$ cat config.mk
export PLATFORM = sky130hd
export DESIGN_NAME = cop_dialog_seq
export DESIGN_NICKNAME = d
export VERILOG_FILES = /design/src/rtl/cds_pkg.sv /design/src/rtl/cds_decode.sv /design/src/rtl/cds_count.sv /design/src/rtl/cds_fsm.sv /design/src/rtl/cop_dialog_seq.sv
export SDC_FILE = /design/constraint.sdc
export NUM_CORES = 1
export LEC_CHECK = 0
export ABC_AREA = 1
export BUFFER_PORTS_ARGS = -buffer_cell sky130_fd_sc_hd__buf_4
export CAP_MARGIN = 20
export CELL_PAD_IN_SITES_DETAIL_PLACEMENT = 0
export CELL_PAD_IN_SITES_GLOBAL_PLACEMENT = 1
export CORE_UTILIZATION = 31
export CTS_BUF_LIST = sky130_fd_sc_hd__clkbuf_8 sky130_fd_sc_hd__clkbuf_16
export CTS_CLUSTER_SIZE = 14
export DETAILED_ROUTE_END_ITERATION = 8
export PLACE_DENSITY_LB_ADDON = 0.2
export SYNTH_ARGS = -nofsm -noshare
export SYNTH_HDL_FRONTEND = slang
export SYNTH_SLANG_ARGS = --single-unit
$ cat constraint.sdc
create_clock -name clk -period 1.51 [get_ports clk]
set_clock_uncertainty 0.05 [all_clocks]
set_input_delay 0.2265 -clock clk [delete_from_list [all_inputs] [get_ports clk]]
set_output_delay 0.2265 -clock clk [all_outputs]
set_load 0.01 [all_outputs]
$ cat src/rtl/cds_pkg.sv
package cds_pkg;

   typedef enum logic [2:0] {
      ST_IDLE,
      ST_REL,
      ST_PCREQ,
      ST_PCWAIT,
      ST_XREQ,
      ST_XFER,
      ST_FIN
   } cds_state_e;

   typedef enum logic [1:0] {
      CL_RR,
      CL_ER,
      CL_RE,
      CL_BAD
   } cds_class_e;

endpackage

$ cat src/rtl/cds_decode.sv
module cds_decode
   import cds_pkg::*;
#(
   parameter int          DW     = 16,
   parameter int          CLS_W  = 3,
   parameter int          SIZE_W = 2,
   parameter logic [CLS_W-1:0] CLS_RR = 3'b000,
   parameter logic [CLS_W-1:0] CLS_ER = 3'b010,
   parameter logic [CLS_W-1:0] CLS_RE = 3'b011
) (
   input  logic [DW-1:0]     cmd_data,
   output cds_class_e        cmd_cls,
   output logic              cmd_ca,
   output logic [SIZE_W-1:0] cmd_size,
   output logic              cmd_bad
);

   localparam int CA_POS = DW - CLS_W - 1;

   logic [CLS_W-1:0]         cls_f;
   logic [CA_POS-SIZE_W-1:0] rsv_f;

   assign cls_f    = cmd_data[DW-1 -: CLS_W];
   assign cmd_ca   = cmd_data[CA_POS];
   assign rsv_f    = cmd_data[CA_POS-1:SIZE_W];
   assign cmd_size = cmd_data[SIZE_W-1:0];

   always_comb begin
      if (cls_f == CLS_RR)      cmd_cls = CL_RR;
      else if (cls_f == CLS_ER) cmd_cls = CL_ER;
      else if (cls_f == CLS_RE) cmd_cls = CL_RE;
      else                      cmd_cls = CL_BAD;
   end

   always_comb begin
      cmd_bad = 1'b0;
      if (cmd_cls == CL_BAD) cmd_bad = 1'b1;
      if (cmd_cls != CL_RR && cmd_size == '0) cmd_bad = 1'b1;
      if (|rsv_f) cmd_bad = 1'b1;
   end

endmodule

$ cat src/rtl/cds_count.sv
module cds_count #(
   parameter int SIZE_W       = 2,
   parameter int EXEC_CYC     = 16,
   parameter int MIN_GAP      = 3,
   parameter bit GAP_CHECK_EN = 1'b1
) (
   input  logic              clk,
   input  logic              rst_n,
   input  logic              start,
   input  logic [SIZE_W-1:0] size_in,
   input  logic              acc_ok,
   output logic              last,
   output logic              busy,
   output logic              gap_open
);

   localparam int EW = $clog2(EXEC_CYC + 1);
   localparam logic [SIZE_W-1:0] ONE = SIZE_W'(1);

   logic [SIZE_W-1:0] cnt_q;
   logic [SIZE_W-1:0] size_q;
   logic [EW-1:0]     exec_q;
   logic              fin_evt;

   assign last    = (cnt_q + ONE) == size_q;
   assign fin_evt = acc_ok && last;
   assign busy    = exec_q != '0;

   always_ff @(posedge clk or negedge rst_n) begin
      if (!rst_n) begin
         cnt_q  <= '0;
         size_q <= '0;
      end else if (start) begin
         cnt_q  <= '0;
         size_q <= size_in;
      end else if (acc_ok) begin
         cnt_q  <= last ? '0 : cnt_q + ONE;
      end
   end

   always_ff @(posedge clk or negedge rst_n) begin
      if (!rst_n)       exec_q <= '0;
      else if (fin_evt) exec_q <= EW'(EXEC_CYC);
      else if (busy)    exec_q <= exec_q - 1'b1;
   end

   AST_BUSY_LOAD: assert property (@(posedge clk) disable iff (!rst_n)
      fin_evt |=> busy);

   generate
      if (GAP_CHECK_EN) begin : g_gap
         localparam int GW = $clog2(MIN_GAP + 1);
         logic [GW-1:0] gap_q;

         always_ff @(posedge clk or negedge rst_n) begin
            if (!rst_n)         gap_q <= '0;
            else if (fin_evt)   gap_q <= GW'(MIN_GAP - 1);
            else if (gap_q != '0) gap_q <= gap_q - 1'b1;
         end

         assign gap_open = gap_q != '0;

         if (MIN_GAP > 1) begin : g_gap_chk
            AST_GAP_LOAD: assert property (@(posedge clk) disable iff (!rst_n)
               fin_evt |=> gap_open);
         end
      end else begin : g_nogap
         assign gap_open = 1'b0;
      end
   endgenerate

endmodule

$ cat src/rtl/cds_fsm.sv
module cds_fsm
   import cds_pkg::*;
(
   input  logic       clk,
   input  logic       rst_n,
   input  logic       cmd_wr,
   input  logic       resp_rd,
   input  logic       opnd_acc,
   input  logic       pc_wr,
   input  logic       viol_clr,
   input  logic       exc_en,
   input  cds_class_e cmd_cls,
   input  logic       cmd_ca,
   input  logic       cmd_bad,
   input  logic       last,
   input  logic       busy,
   input  logic       gap_open,
   output cds_state_e state,
   output logic       ca_q,
   output logic       start,
   output logic       acc_ok,
   output logic       viol
);

   cds_state_e nxt;
   logic       ca_nxt;
   logic       ev_bad;

   always_comb begin
      nxt    = state;
      ca_nxt = ca_q;
      ev_bad = 1'b0;
      acc_ok = 1'b0;
      start  = 1'b0;
      if (!viol) begin
         unique case (state)
            ST_IDLE, ST_REL: begin
               if (resp_rd && state == ST_REL) nxt = ST_IDLE;
               if (cmd_wr) begin
                  if (cmd_bad) begin
                     ev_bad = 1'b1;
                  end else begin
                     start  = 1'b1;
                     ca_nxt = cmd_ca;
                     if (cmd_cls == CL_RR) nxt = exc_en ? ST_PCREQ : ST_REL;
                     else                  nxt = ST_XREQ;
                  end
               end
            end
            ST_PCREQ: begin
               if (cmd_wr)       ev_bad = 1'b1;
               else if (resp_rd) nxt = ST_PCWAIT;
            end
            ST_PCWAIT: begin
               if (cmd_wr)     ev_bad = 1'b1;
               else if (pc_wr) nxt = ST_REL;
            end
            ST_XREQ: begin
               if (cmd_wr)       ev_bad = 1'b1;
               else if (resp_rd) nxt = ST_XFER;
            end
            ST_XFER: begin
               if (cmd_wr) begin
                  ev_bad = 1'b1;
               end else if (opnd_acc) begin
                  acc_ok = 1'b1;
                  if (last) nxt = ca_q ? ST_FIN : ST_IDLE;
               end
            end
            ST_FIN: begin
               if (cmd_wr)                ev_bad = 1'b1;
               else if (resp_rd && !busy) nxt = ST_IDLE;
            end
            default: nxt = ST_IDLE;
         endcase
         if (opnd_acc && state != ST_XFER)             ev_bad = 1'b1;
         if (pc_wr && state != ST_PCWAIT)              ev_bad = 1'b1;
         if (resp_rd && gap_open && state != ST_FIN)   ev_bad = 1'b1;
         if (ev_bad) begin
            nxt    = ST_IDLE;
            acc_ok = 1'b0;
            start  = 1'b0;
         end
      end
   end

   always_ff @(posedge clk or negedge rst_n) begin
      if (!rst_n) begin
         state <= ST_IDLE;
         ca_q  <= 1'b0;
         viol  <= 1'b0;
      end else begin
         state <= nxt;
         ca_q  <= ca_nxt;
         viol  <= viol_clr ? 1'b0 : (viol | ev_bad);
      end
   end

   AST_PC_BEFORE_REL: assert property (@(posedge clk) disable iff (!rst_n)
      (state == ST_REL && $past(state) == ST_PCWAIT) |-> $past(pc_wr));

   AST_PC_SKIPPED: assert property (@(posedge clk) disable iff (!rst_n)
      ((state == ST_PCREQ || state == ST_PCWAIT) && cmd_wr && !viol_clr) |=> viol);

   AST_GAP_READ: assert property (@(posedge clk) disable iff (!rst_n)
      (resp_rd && gap_open && state != ST_FIN && !viol_clr) |=> viol);

   AST_STRAY_OPND: assert property (@(posedge clk) disable iff (!rst_n)
      (opnd_acc && state != ST_XFER && !viol_clr) |=> viol);

   AST_VIOL_HOLD: assert property (@(posedge clk) disable iff (!rst_n)
      (viol && !viol_clr) |=> viol);

   AST_VIOL_CLR: assert property (@(posedge clk) disable iff (!rst_n)
      viol_clr |=> !viol);

   AST_VIOL_PARK: assert property (@(posedge clk) disable iff (!rst_n)
      viol |-> state == ST_IDLE);

endmodule

$ cat src/rtl/cop_dialog_seq.sv
module cop_dialog_seq
   import cds_pkg::*;
#(
   parameter int          DW           = 16,
   parameter int          CLS_W        = 3,
   parameter int          SIZE_W       = 2,
   parameter int          EXEC_CYC     = 16,
   parameter int          MIN_GAP      = 3,
   parameter bit          GAP_CHECK_EN = 1'b1,
   parameter int          RESP_CA_BIT  = 15,
   parameter logic [DW-1:0] PRIM_NULL  = 16'h0802,
   parameter logic [DW-1:0] PRIM_PCREQ = 16'h8900,
   parameter logic [DW-1:0] PRIM_XFER  = 16'h1500,
   parameter logic [DW-1:0] PRIM_REL   = 16'h0900,
   parameter logic [DW-1:0] PRIM_VIOL  = 16'h1D0E
) (
   input  logic          clk,
   input  logic          rst_n,
   input  logic          cmd_wr,
   input  logic [DW-1:0] cmd_data,
   input  logic          resp_rd,
   output logic [DW-1:0] resp_data,
   input  logic          opnd_acc,
   input  logic          pc_wr,
   input  logic          exc_en,
   input  logic          viol_clr,
   output logic          viol,
   output logic          busy
);

   generate
      if (DW - CLS_W - 2 < SIZE_W) begin : g_bad_fields
         $error("command word too narrow for class, come-again and size fields");
      end
      if (RESP_CA_BIT >= DW) begin : g_bad_cabit
         $error("response come-again bit outside the word");
      end
      if (EXEC_CYC < 1 || MIN_GAP < 1) begin : g_bad_timing
         $error("EXEC_CYC and MIN_GAP must be at least 1");
      end
   endgenerate

   cds_class_e        cmd_cls;
   logic              cmd_ca;
   logic [SIZE_W-1:0] cmd_size;
   logic              cmd_bad;
   cds_state_e        st;
   logic              ca_q;
   logic              start;
   logic              acc_ok;
   logic              last;
   logic              gap_open;

   cds_decode #(
      .DW     (DW),
      .CLS_W  (CLS_W),
      .SIZE_W (SIZE_W)
   ) u_decode (
      .cmd_data (cmd_data),
      .cmd_cls  (cmd_cls),
      .cmd_ca   (cmd_ca),
      .cmd_size (cmd_size),
      .cmd_bad  (cmd_bad)
   );

   cds_count #(
      .SIZE_W       (SIZE_W),
      .EXEC_CYC     (EXEC_CYC),
      .MIN_GAP      (MIN_GAP),
      .GAP_CHECK_EN (GAP_CHECK_EN)
   ) u_count (
      .clk      (clk),
      .rst_n    (rst_n),
      .start    (start),
      .size_in  (cmd_size),
      .acc_ok   (acc_ok),
      .last     (last),
      .busy     (busy),
      .gap_open (gap_open)
   );

   cds_fsm u_fsm (
      .clk      (clk),
      .rst_n    (rst_n),
      .cmd_wr   (cmd_wr),
      .resp_rd  (resp_rd),
      .opnd_acc (opnd_acc),
      .pc_wr    (pc_wr),
      .viol_clr (viol_clr),
      .exc_en   (exc_en),
      .cmd_cls  (cmd_cls),
      .cmd_ca   (cmd_ca),
      .cmd_bad  (cmd_bad),
      .last     (last),
      .busy     (busy),
      .gap_open (gap_open),
      .state    (st),
      .ca_q     (ca_q),
      .start    (start),
      .acc_ok   (acc_ok),
      .viol     (viol)
   );

   logic [DW-1:0] xfer_word;

   always_comb begin
      xfer_word              = PRIM_XFER;
      xfer_word[RESP_CA_BIT] = ca_q;
   end

   always_comb begin
      if (viol) begin
         resp_data = PRIM_VIOL;
      end else begin
         unique case (st)
            ST_REL:   resp_data = PRIM_REL;
            ST_PCREQ: resp_data = PRIM_PCREQ;
            ST_XREQ:  resp_data = xfer_word;
            ST_FIN:   resp_data = busy ? PRIM_NULL : PRIM_REL;
            default:  resp_data = PRIM_NULL;
         endcase
      end
   end

   AST_FIN_NULL: assert property (@(posedge clk) disable iff (!rst_n)
      (st == ST_FIN && busy && !viol) |-> resp_data == PRIM_NULL);

   AST_VIOL_WORD: assert property (@(posedge clk) disable iff (!rst_n)
      viol |-> resp_data == PRIM_VIOL);

endmodule

# Word level (Yosys, flattened, before mapping)
# Index checks and enable logic that the tools add are counted.
# totals
register_bits	16
out_inout_bits	18
# op_classes
addsub	3
n_reduce_logical	24
bitwise_logic	3
n_mux	55
n_eq_ne	24
# ops
cell	n
$pmux 16 s4	1
$mux 3	17
$ne 3x2->1 const B	11
$mux 1	23
$pmux 3 s6	1
$mux 16	1
$mux 2	8
$eq 3x2->1 const B	4
$reduce_and 12->1	1
$mux 5	2
$reduce_bool 2->1	5
$reduce_or 10->1	1
$eq 3x3->1 const B	3
$mux 9	1
$logic_and 1x1->1	8
$logic_not 3->1	2
$ne 3x3->1 const B	2
$reduce_bool 5->1	1
$reduce_or 5->1	1
$sub 5x1->5 const B	1
$logic_not 2->1	2
$reduce_and 4->1	1
$eq 3x1->1 const B	1
$ne 3x1->1 const B	1
9 further kinds	10

# Depth between registers and ports, before layout
# logic_depth
ltp_word	19
depth_mapped	12
ltp_nobuf	12

# Modules after synthesis
# Synthesis repeated with hierarchy kept, for this count alone.
# unflattened
hier_cells	222
hier_area_um2	1397.6
# modules_own_cells
mod	cells_per_inst	seq_area_each_um2	n_inst	area_per_inst_um2
cds_count	81	275.3	1	609.3
cds_fsm	86	125.1	1	513.0
cop_dialog_seq	33	0.0	1	177.7
cds_decode	22	0.0	1	97.6

# Least setup slack after synthesis
# Ideal clock, no wire load.
# synth_timing
path_type	register -> register
startpoint	register u_fsm.state[1]
endpoint	register u_fsm.ca_q
synth_period_minus_slack_ns	1.573
arrival_ns	1.398
t_required_ns	1.335
path_buffers	1
stages_incl_launch_ff	6
setup_slack_ns	-0.063
cell_sequence	dfrtp_1 > buf_6 > nor2_2 > nand2_1 > nor3_1 > mux2_2
# synth_between
elab_chain_cells	3
elab_cells_between_ends	4
# synth_lines
item	line	rtl
from (decl)	cds_fsm.sv:18	output cds_state_e state,
from (signal assigned)	cds_fsm.sv:93	state <= nxt;
$eq 3x1->1 / $logic_not 3->1 (equally long branches)	cds_fsm.sv:36	unique case (state)
$reduce_or 2->1 (*)	cds_fsm.sv:36	
$reduce_and 4->1 (no source line) (*)	-	
to (signal assigned)	cds_fsm.sv:94	ca_q <= ca_nxt;
to (decl)	cds_fsm.sv:19	output logic ca_q,
# Mark *: on every way between the ends. The rest lies on a longest branch, timed or not.
# A chain may end at the register's enable or synchronous reset.

# Worst setup path after layout
# layout_timing
startpoint	register u_fsm.state[2]
endpoint	register u_count.exec_q[1]
# layout_between
elab_chain_cells	11
elab_cells_between_ends	26
# layout_lines
item	line	rtl
$eq 3x2->1 (tied with other cells)	cds_fsm.sv:36	
$reduce_or 5->1 (no source line) / $reduce_or 2->1 (equally long branches)	-	
$pmux 1 s2	cds_fsm.sv:36	
$mux 1	cds_fsm.sv:76	if (opnd_acc && state != ST_XFER) ev_bad = 1'b1;
$mux 1	cds_fsm.sv:77	if (pc_wr && state != ST_PCWAIT) ev_bad = 1'b1;
$mux 1	cds_fsm.sv:78	if (resp_rd && gap_open && state != ST_FIN) ev_bad = 1'b1;
$mux 1	cds_fsm.sv:35	if (!viol) begin
$mux 1 (*)	cds_fsm.sv:79	if (ev_bad) begin
$mux 1 (*)	cds_fsm.sv:35	
$logic_and 1x1->1 (*)	cds_count.sv:26	assign fin_evt = acc_ok && last;
$mux 5 / $reduce_bool 2->1 (equally long branches)	-	
to (signal assigned)	cds_count.sv:43	else if (fin_evt) exec_q <= EW'(EXEC_CYC);
to (signal assigned)	cds_count.sv:44	else if (busy) exec_q <= exec_q - 1'b1;
to (decl)	cds_count.sv:22	logic [EW-1:0] exec_q;
# Mark *: on every way between the ends. The rest lies on a longest branch, timed or not. The select of a mux whose other input is x is not followed.

==> metrics.md <==
| Metric | Value |
|---|---|
| Dpl hpwl | 2490 um |
| Status | finished with violations |
| Unique masters post-synth | 27 |
| Yosys warnings | 0 |
| Static leakage | 1.15 nW |
| Worst-skew pair later-pin latency | 0.25 ns |
| Final Hold Viols | 0 |
| Number of cell rows | 23 |
| Max-Cap Viols | 0 |
| Clock share of power | 0.179 |
| TritonCTS clock tree | built |
| Area grow syn2layout | 64.0% |
| Crit path kind | flip-flop to flip-flop |
| CP max FO | 6 |
| Mapped Cells | 191 |
| DRC errors left | 0 |
| Share of post-route cells with drive strength above 1 | 0.476 |
| Starting Density | 0.324 |
| Die H | 66.9 um |
| Placer congestion estimate | 0.839 |
| Nets@finish | 297 |
| Share of total power in sequential cells | 0.330 |
| Fin crit share | 1.15 |
| Crit path DAT | 1.81 ns |
| Clock Root Buffer | clkbuf_8 |
| Worst Setup Slack, final | -0.219 ns |
| FILL cells | 391 |
| DR vias/cell | 4.36 |
| VDD IR-drop max | 0.423 mV |
| Final WL | 3350 um |
| Cts bufs inserted | 3 |
| IO Port Bufs | 33 |
| 1st-pass router iterations | 4 |
| ANT cells | 0 |
| Psw | 0.624 mW |
| Sequential area share after synthesis | 0.307 |
| Clk pin slew, worst setup/hold paths | 0.06 ns |
| CP Cell Sequence | buf_6, nand2_4, inv_2, nand2_2, nand2_2, nand2_2, nor2_4, nand3_4, nor2_4, nand2_4, nor2_4, nor2_1 |
| Most common library cell in the layout ignoring fill and taps | buf_4 |
| Worst Setup End Kind | flip-flop |
| Pint | 1.20 mW |
| Largest net degree at the start of global routing | 17 |
| Vias | 1,391 |
| Cell Pwr Density | 851 nW/um^2 |
| Iter 0 DRT Violations | 34 |
| Combinational share of power | 0.491 |
| Violations in the final reports | setup timing |
| Design Power | 1.82 mW |
| Most frequent cells in the layout | buf_4 (64), nand2_1 (43), inv_1 (22) |
| Slowest cell on the critical path | dfrtp_2 |
| Vias in the first global route | 1,257 |
| Total gr overflow | 0 |
| CTS H-Tree Depth | 1 |
| Core ar. | 4030 um^2 |
| CP Launch Type | flip-flop |
| DIE WIDTH | 66.9 um |
| Die area | 4470 um^2 |
| # setup viols final | 22 |
| Switching share of total power | 0.343 |
| Antenna violations before repair | 0 |
| First-pass GRT wire length | 5510 um |
| Clk sinks | 16 |
| Final ANT Viol Nets | 0 |
| Per-cell routed wire length | 10.5 um |
| Syn_area_per_cell | 6.83 um^2 |
| Fin. max-slew vios | 0 |
| Max incr delay on CP | 0.43 ns |
| RSZ-0062 raised after global routing | true |
| Required time of the worst setup path | 1.59 ns |
| Hold crit path type | primary input to flip-flop |
| Bufs on Longest Clock Path | 2 |
| Total track usage | 0.165 |
| Min cycle time layout | 1.73 ns |
| Fin util | 0.531 |
| Peak Freq | 578 MHz |
| Flops & latches, synth | 16 |
| Synth Cell Area | 1300 um^2 |
| IO Count | 42 |
power groups by stage:
| stage | clock network [mW] | registers (mW) | logic (mW) |
|---|---|---|---|
| 2_1_floorplan | 0 | 0.594 | 0.462 |
| 3_3_place_gp | 0 | 0.595 | 0.765 |
| 3_5_place_dp | 0 | 0.596 | 0.770 |
| 4_1_cts | 0.333 | 0.589 | 0.861 |
| 5_1_grt | 0.360 | 0.610 | 1.03 |
| 6_report | 0.327 | 0.600 | 0.894 |
area by class of cell:
| type | count | area [um^2] | share of cell area |
|---|---|---|---|
| Multi-Input combinational cell | 142 | 871 | 0.407 |
| Timing Repair Buffer | 79 | 648 | 0.303 |
| Sequential cell | 16 | 404 | 0.189 |
| Inverter | 28 | 108 | 0.0503 |
| Tap cell | 50 | 62.6 | 0.0293 |
| Clock buffer | 3 | 41.3 | 0.0193 |
| Clock inverter | 1 | 3.75 | 0.00176 |
critical path: cells and delay by family (launching register included):
kind	cells	cell delay [ns]
and+or+nand+nor	10	0.95
DFF	1	0.43
buffers and inverters	2	0.17
per-layer routing:
layer  share of wire  global-route usage  routed length [um]  vias to the layer above
met4           0.011              0.0239                  38                        0
met1            0.45               0.212                1500                      630
met3           0.027              0.0428                  91                        7
met5               0                   0                   0                        -
li1                -                   -                   -                      733
met2            0.51               0.280                1720                       21
cell usage after synthesis:
master,instances,area [um^2]
nand3_4,1,17.5
o22ai_1,1,6.26
or2_2,1,6.26
nor2_4,3,33.8
mux2_2,1,11.3
o21ai_0,4,20.0
nor3_1,6,30.0
buf_4,11,82.6
nand2_2,5,31.3
inv_2,2,7.51
ha_1,3,37.5
nor2_1,25,93.8
nand2_4,1,11.3
dfrtp_1,16,400
a21oi_1,4,20.0
xor2_1,6,52.6
nand4_1,2,12.5
nand3_1,18,90.1
nor2_2,1,6.26
nand2_1,47,176
buf_6,1,11.3
o21a_1,1,7.51
mux2i_1,1,10.0
conb_1,1,3.75
or2_0,1,6.26
inv_1,26,97.6
nand3_2,2,20.0
per-stage QoR:
step                      cell area, um^2  TNS [ns]  cells  setup WS, ns  hold WS [ns]
after global placement               1770     -1.65    296        -0.131        0.0497
after detailed placement             1770     -1.77    296        -0.170        0.0493
after CTS                            2020     -3.42    315        -0.201         0.147
after floorplan                      1350         0    198       0.00383        -0.119
after global routing                 2140     -6.36    319        -0.357         0.156
final                                2140     -4.04    319        -0.219         0.153
registers in the layout (all words and copies together) (netlist names):
| name | cells |
|---|---|
| u_fsm.viol | 1 |
| u_count.g_gap.gap_q | 2 |
| u_count.size_q | 2 |
| u_count.cnt_q | 2 |
| u_count.exec_q | 5 |
| u_fsm.ca_q | 1 |
| u_fsm.state | 3 |
worst paths after layout:
path | end | from | slack, ns | cells past startpoint
max | u_count.exec_q[1] | u_fsm.state[2] | -0.22 | 12
max in group asynchronous | u_fsm.state[1] | rst_n | 0.90 | 2
min reg2reg | u_count.size_q[0] | u_count.size_q[0] | 0.45 | 2
min in group asynchronous | u_count.g_gap.gap_q[1] | rst_n | 0.32 | 2
max reg2reg | u_count.exec_q[1] | u_fsm.state[2] | -0.22 | 12
min | u_fsm.viol | viol_clr | 0.15 | 3
cell families (layout without fill, tap and decap cells):
| kind of cell | Yosys count | in the layout | synth area share |
|---|---|---|---|
| xor gates and xnor gates | 6 | 6 | 0.0403 |
| other | 1 | 8 | 0.00288 |
| DFF | 16 | 16 | 0.307 |
| adders and majority gates | 3 | 3 | 0.0288 |
| muxes | 2 | 2 | 0.0163 |
| AOI/OAI and AO/OA | 10 | 10 | 0.0413 |
| and+or+nand+nor | 113 | 113 | 0.411 |
| buffers and inverters | 40 | 111 | 0.153 |
repair_timing:
item / 4_1_cts / 5_1_grt
pin swaps: 11 / 14
hold endpoints to repair: 16 / 0
hold buffers: 1 / 0
gates resized for setup: 25 / 25
setup buffers: 14 / 4
setup endpoints to repair: 23 / 23
Power figures use the tool's default switching activity.
